$ cat config.mk
export PLATFORM = sky130hd
export DESIGN_NAME = dword_seq_adder
export DESIGN_NICKNAME = d
export VERILOG_FILES = /design/src/rtl/dsa_pkg.sv /design/src/rtl/dsa_word_adder.sv /design/src/rtl/dsa_carry_recon.sv /design/src/rtl/dsa_phase_ctrl.sv /design/src/rtl/dword_seq_adder.sv
export SDC_FILE = /design/constraint.sdc
export NUM_CORES = 1
export LEC_CHECK = 0
export BUFFER_PORTS_ARGS = -buffer_cell sky130_fd_sc_hd__buf_2
export CAP_MARGIN = 15
export CORE_MARGIN = 10
export CORE_UTILIZATION = 30
export DETAILED_ROUTE_END_ITERATION = 10
export PLACE_DENSITY = 0.51
export REMOVE_ABC_BUFFERS = 1
export SKIP_CTS_REPAIR_TIMING = 1
export SYNTH_ARGS = -nofsm -noshare
export SYNTH_HDL_FRONTEND = slang
export SYNTH_SLANG_ARGS = --single-unit
$ cat constraint.sdc
create_clock -name clk -period 5.2 [get_ports clk]
set_clock_uncertainty 0.05 [all_clocks]
set_input_delay 1.04 -clock clk [delete_from_list [all_inputs] [get_ports clk]]
set_output_delay 1.04 -clock clk [all_outputs]
set_load 0.01 [all_outputs]
$ cat src/rtl/dsa_pkg.sv
package dsa_pkg;

  typedef enum logic [1:0] {
    PH_IDLE = 2'd0,
    PH_LOW  = 2'd1,
    PH_HIGH = 2'd2,
    PH_DONE = 2'd3
  } phase_e;

  // Carry of an addition rebuilt from sign bits only:
  // x, y are operand MSBs, s is the result MSB.
  function automatic logic sign_carry(input logic x, input logic y, input logic s);
    return (x & y) | (x & ~s) | (y & ~s);
  endfunction

endpackage

$ cat src/rtl/dsa_word_adder.sv
module dsa_word_adder #(
  parameter int W = 32
) (
  input  logic [W-1:0] x,
  input  logic [W-1:0] y,
  input  logic         cin,
  output logic [W-1:0] s,
  output logic         cout,
  output logic         c_into_msb
);

  localparam int LW = W - 1;

  // Full sum including carry out.
  function automatic logic [W:0] add_full(input logic [W-1:0] p, input logic [W-1:0] q,
                                          input logic ci);
    return {1'b0, p} + {1'b0, q} + {{W{1'b0}}, ci};
  endfunction

  // Carry into the top bit: sum of the lower W-1 bits.
  function automatic logic add_msb_cin(input logic [W-1:0] p, input logic [W-1:0] q,
                                       input logic ci);
    logic [LW:0] t;
    t = {1'b0, p[LW-1:0]} + {1'b0, q[LW-1:0]} + {{LW{1'b0}}, ci};
    return t[LW];
  endfunction

  logic [W:0] full;

  always_comb begin
    full       = add_full(x, y, cin);
    s          = full[W-1:0];
    cout       = full[W];
    c_into_msb = add_msb_cin(x, y, cin);
  end

endmodule

$ cat src/rtl/dsa_carry_recon.sv
module dsa_carry_recon (
  input  logic x_msb,
  input  logic y_msb,
  input  logic s_msb,
  output logic carry
);
  import dsa_pkg::*;

  always_comb carry = sign_carry(x_msb, y_msb, s_msb);

endmodule

$ cat src/rtl/dsa_phase_ctrl.sv
module dsa_phase_ctrl (
  input  logic            clk,
  input  logic            rst_n,
  input  logic            start,
  output dsa_pkg::phase_e phase,
  output logic            load,
  output logic            busy,
  output logic            done
);
  import dsa_pkg::*;

  phase_e phase_q, phase_d;

  always_comb begin
    phase_d = phase_q;
    unique case (phase_q)
      PH_IDLE: if (start) phase_d = PH_LOW;
      PH_LOW:  phase_d = PH_HIGH;
      PH_HIGH: phase_d = PH_DONE;
      PH_DONE: phase_d = PH_IDLE;
      default: phase_d = PH_IDLE;
    endcase
  end

  always_ff @(posedge clk or negedge rst_n) begin
    if (!rst_n) phase_q <= PH_IDLE;
    else        phase_q <= phase_d;
  end

  assign phase = phase_q;
  assign load  = (phase_q == PH_IDLE) && start;
  assign busy  = (phase_q != PH_IDLE);
  assign done  = (phase_q == PH_DONE);

endmodule

$ cat src/rtl/dword_seq_adder.sv
module dword_seq_adder #(
  parameter int WORD_W = 32
) (
  input  logic              clk,
  input  logic              rst_n,
  input  logic              start,
  input  logic [WORD_W-1:0] a_lo,
  input  logic [WORD_W-1:0] a_hi,
  input  logic [WORD_W-1:0] b_lo,
  input  logic [WORD_W-1:0] b_hi,
  output logic              busy,
  output logic              done,
  output logic [WORD_W-1:0] sum_lo,
  output logic [WORD_W-1:0] sum_hi,
  output logic              carry_out,
  output logic              overflow
);
  import dsa_pkg::*;

  localparam int DW = 2 * WORD_W;

  phase_e            phase;
  logic              load;
  logic              lo_phase, hi_phase;
  logic [DW-1:0]     opa_q, opb_q;
  logic [WORD_W-1:0] add_x, add_y, add_s;
  logic              add_cin, add_cout, add_cmsb;
  logic              lo_carry_q;
  logic              lo_carry_true, lo_carry_recon;
  logic [WORD_W-1:0] sum_lo_q, sum_hi_q;
  logic              c_out_q, v_q;

  dsa_phase_ctrl u_ctrl (
    .clk   (clk),
    .rst_n (rst_n),
    .start (start),
    .phase (phase),
    .load  (load),
    .busy  (busy),
    .done  (done)
  );

  assign lo_phase = (phase == PH_LOW);
  assign hi_phase = (phase == PH_HIGH);

  // One adder shared by both passes.
  always_comb begin
    if (hi_phase) begin
      add_x   = opa_q[DW-1:WORD_W];
      add_y   = opb_q[DW-1:WORD_W];
      add_cin = lo_carry_q;
    end else begin
      add_x   = opa_q[WORD_W-1:0];
      add_y   = opb_q[WORD_W-1:0];
      add_cin = 1'b0;
    end
  end

  dsa_word_adder #(.W(WORD_W)) u_add (
    .x          (add_x),
    .y          (add_y),
    .cin        (add_cin),
    .s          (add_s),
    .cout       (add_cout),
    .c_into_msb (add_cmsb)
  );

  assign lo_carry_true = add_cout;

  dsa_carry_recon u_recon (
    .x_msb (opa_q[WORD_W-1]),
    .y_msb (opb_q[WORD_W-1]),
    .s_msb (add_s[WORD_W-1]),
    .carry (lo_carry_recon)
  );

  always_ff @(posedge clk or negedge rst_n) begin
    if (!rst_n) begin
      opa_q      <= '0;
      opb_q      <= '0;
      lo_carry_q <= 1'b0;
      sum_lo_q   <= '0;
      sum_hi_q   <= '0;
      c_out_q    <= 1'b0;
      v_q        <= 1'b0;
    end else begin
      if (load) begin
        opa_q <= {a_hi, a_lo};
        opb_q <= {b_hi, b_lo};
      end
      if (lo_phase) begin
        sum_lo_q   <= add_s;
        lo_carry_q <= add_cout;
      end
      if (hi_phase) begin
        sum_hi_q <= add_s;
        c_out_q  <= add_cout;
        v_q      <= add_cmsb ^ add_cout;
      end
    end
  end

  assign sum_lo    = sum_lo_q;
  assign sum_hi    = sum_hi_q;
  assign carry_out = c_out_q;
  assign overflow  = v_q;

endmodule

==> metrics.md <==
| Metric | Value |
|---|---|
| Total grt overflow | 0 |
| Average wire length per cell after detail routing | 19.3 um |
| DIE WIDTH | 202 um |
| Status | finished clean |
| Fmax | 242 MHz |
| Largest family of logic cells by synthesized area | multiplexers |
| Primary FF master, synth | sky130_fd_sc_hd__dfrtp_1 |
| Endpoint, Worst Hold | sum_lo[0]$_DFFE_PN0N_ |
| Class of the most critical hold timing path | flip-flop to flip-flop |
| Die boundary height | 202 um |
| Arrival time of the worst setup path | 4.41 ns |
| Adder-cell share of the synthesized area | 4.95% |
| Tot GR Track Use | 13.7% |
| Top cells by area, synth | sky130_fd_sc_hd__dfrtp_1 50%, sky130_fd_sc_hd__mux2_2 27%, sky130_fd_sc_hd__ha_1 4.5%, sky130_fd_sc_hd__a21oi_1 2.2%, sky130_fd_sc_hd__xnor2_1 1.4% |
| Crit path max-delay family | compound AO/OA/AOI/OAI gates |
| H-tree depth reported by CTS | 4 |
| Via count | 6,762 |
| CP Launch Type | flip-flop |
| Cells after synthesis | 791 |
| Final RePlAce weighted congestion | 0.837 |
| Hold Violations, Final | 0 |
| Cell depth of the worst min-delay path | 2 |
| Remaining antenna violation count after routing | 0 |
| Clock Sink Count | 197 |
| Utilization after layout | 36.9% |
| Synth Area in Compound Gates | 8.64% |
| Worst Path Required | 5.49 ns |
| Core area | 32,500 sq um |
| Synth Register Bits | 197 |
| Critical setup path kind | flip-flop to flip-flop |
| Slew Limit Headroom | 45.7% |
| Setup repair after global routing missed its margin | false |
| First-pass GRT wire length | 43,600 um |
| Post-synth EDFFs | 0 |
| Fraction of synthesis flops using an asynchronous set or reset pin | 100% |
| Detailed-placement wirelength estimate | 21,200 um |
| Worst flop-to-flop path startpoint | u_ctrl.phase[0]$_DFFE_PN0P_ |
| Final-layout worst hold slack | 0.442 ns |
| Final worst-path setup slack | 1.07 ns |
| Clock input transition at the sequential cells of the worst setup and hold paths | 0.07 ns |
| Peak fanout along the critical path | 38 |
| Average cell area after synthesis | 12.5 sq um |
| Number of placement rows | 66 |
| Maximum number of pins on one net before global-route repair | 84 |
| Clock tree from TritonCTS | done |
| NumNets Final | 1,145 |
| Sequential-to-total area share from yosys stat | 49.7% |
| Part of the cycle the worst path needs | 79.4% |
| Clock latency on the worst-skew pair | 0.44 ns |
| Actual transition at the worst max-transition pin | 0.815 ns |
| Buf+Inv Stages, Crit Path | 2 |
| Post-DR vias/cell | 4.72 |
| Count of boundary I/O pins | 199 |
| Crit Reg-Reg Endpoint | sum_hi[30]$_DFFE_PN0P_ |
| Number of antenna violations at the first check in global routing | 5 |
| Netlist area before placement | 9910 sq um |
| CP cell instances | inv_1, ha_4, mux2i_1, fa_1, inv_1, fa_1, a21o_1, nand4_1, a21oi_1, o31ai_1, o21ai_1, a41oi_1, nand4b_1, o311ai_1 |
| First DRT Iteration DRCs | 316 |
| Largest stage delay on the critical path | 0.55 ns |
| Cell accounting for the most synthesized area | sky130_fd_sc_hd__dfrtp_1 |
| Root buffer selected by CTS | sky130_fd_sc_hd__clkbuf_16 |
| Fraction of post-synthesis cell area in the top cell type by area | 49.7% |
| Register-to-Register Path Depth | 14 |
| Highest-delay cell along the critical path | sky130_fd_sc_hd__ha_4 |
| Total Routed Length | 27,600 um |
| Fraction of synthesized cell area in xor and xnor cells | 1.94% |
| Layout overhead on the synthesized area | 21.0% |
| Post-synthesis mux area share | 27.3% |
| Yosys Warn Count | 0 |
| Synthesized-area fraction occupied by and/or/nand/nor cells | 5.21% |
| Buffer depth of the longest clock path | 2 |
| Pre-Repair DR Iteration Count | 4 |
| Number of port buffers | 198 |
| Effective utilization at floorplan | 30.5% |
| Fill count | 3,269 |
| Area enclosed by the die boundary | 40,700 sq um |
| Remaining DRCs | 0 |
| Storage element area | 4930 sq um |
| Post-synthesis cell type count | 53 |
| Launch point of the worst hold path | sum_lo[0]$_DFFE_PN0N_ |
| # setup viols final | 0 |
| R2R Setup Slk | 1.07 ns |
| Worst slack at placement | 0.994 ns |
| Area of the multi-input gates | 4790 sq um |
| Fraction of final layout cells sized beyond drive strength 1 | 49.2% |
| Type of destination of the critical path | flip-flop |
| Final min period | 4.13 ns |
| Count of final max-slew check failures | 0 |
| Reported max-cap violation count | 0 |
| Clock buffer count from CTS | 17 |
| Vias in the first global route | 7,320 |
layout make-up:
class                   count  area share, %
repair buffers            207           9.11
multi-input cells         536           39.9
well taps                 442           4.61
diodes                      1         0.0209
flip-flops and latches    197           41.1
inverters                  17          0.532
clock buffers              18           3.58
clock inverters            14           1.14
synth_stat cells (all sizes together), types with 7 or more instances:
master	count
buf	12
clkbuf	29
ha	36
dfrtp	197
o21ai	26
nand4	8
xnor2	16
inv	17
and3	8
a21o	12
nor2	25
mux2	237
a21oi	47
nand2	35
nand3	9
o31ai	7
worst max-delay path by stage:
stage                                      startpoint                endpoint  cells past startpoint
after floorplan           u_ctrl.phase[0]$_DFFE_PN0P_    overflow$_DFFE_PN0P_                     14
final                     u_ctrl.phase[0]$_DFFE_PN0P_  sum_hi[30]$_DFFE_PN0P_                     14
after global placement    u_ctrl.phase[0]$_DFFE_PN0P_  sum_hi[30]$_DFFE_PN0P_                     14
after detailed placement  u_ctrl.phase[0]$_DFFE_PN0P_  sum_hi[30]$_DFFE_PN0P_                     14
after CTS                 u_ctrl.phase[0]$_DFFE_PN0P_  sum_hi[30]$_DFFE_PN0P_                     14
after global routing      u_ctrl.phase[0]$_DFFE_PN0P_  sum_hi[30]$_DFFE_PN0P_                     14
cell usage in the layout (no fill, tap or decap), drive strengths merged, types with 2 or more instances in the layout:
master,n
mux2,237
buf,206
dfrtp,197
a21oi,47
ha,36
nand2,35
o21ai,26
nor2,25
inv,25
clkbuf,19
xnor2,16
a21o,12
nand3,9
and3,8
nand4,8
o31ai,7
xor2,6
o21a,6
o211ai,5
nor3,5
nor2b,4
mux2i,4
clkinv,4
o311ai,3
nand2b,3
a211oi,3
and4,3
a21boi,3
a31o,2
nand4b,2
nor4,2
o21bai,2
nand3b,2
a31oi,2
o31a,2
fa,2
clkinvlp,2
tightest hold or removal path, stage by stage, from the launching register on:
cell	delay, ns
sky130_fd_sc_hd__dfrtp_1	0.35
sky130_fd_sc_hd__nand2_1	0.05
sky130_fd_sc_hd__o21ai_0	0.05
metal layers:
metal / vias up / global-route usage [%] / wire length (um)
li1: 3247 / - / -
met1: 3329 / 16.8 / 12100
met2: 157 / 22.5 / 13300
met3: 21 / 4.81 / 1850
met4: 8 / 3.03 / 276
met5: - / 0 / 61
through the flow:
stage	instances	cell area (sq um)	setup TNS [ns]
floorplan	750	9760	-12.79
global placement	1399	11400	0
detailed placement	1399	11400	0
CTS	1431	12000	0
global route	1431	12000	0
finish	1432	12000	0
cell families (layout without fill, tap and decap cells):
| logic type | after synthesis | count (layout) |
|---|---|---|
| DFF | 197 | 197 |
| buffers and inverters | 58 | 256 |
| xor gates and xnor gates | 22 | 22 |
| other | 0 | 1 |
| muxes | 241 | 241 |
| adders and majority gates | 38 | 38 |
| and+or+nand+nor | 107 | 107 |
| AOI/OAI and AO/OA | 128 | 128 |
sequential cells by signal (all words and copies together), names as in the netlist:
signal / count
carry_out: 1
lo_carry_q: 1
opa_q: 64
opb_q: 64
overflow: 1
sum_hi: 32
sum_lo: 32
u_ctrl.phase: 2
Power is left out: the tool's default activity adds up to more than one toggle a clock period on the data nets, which glitch-free logic cannot reach.
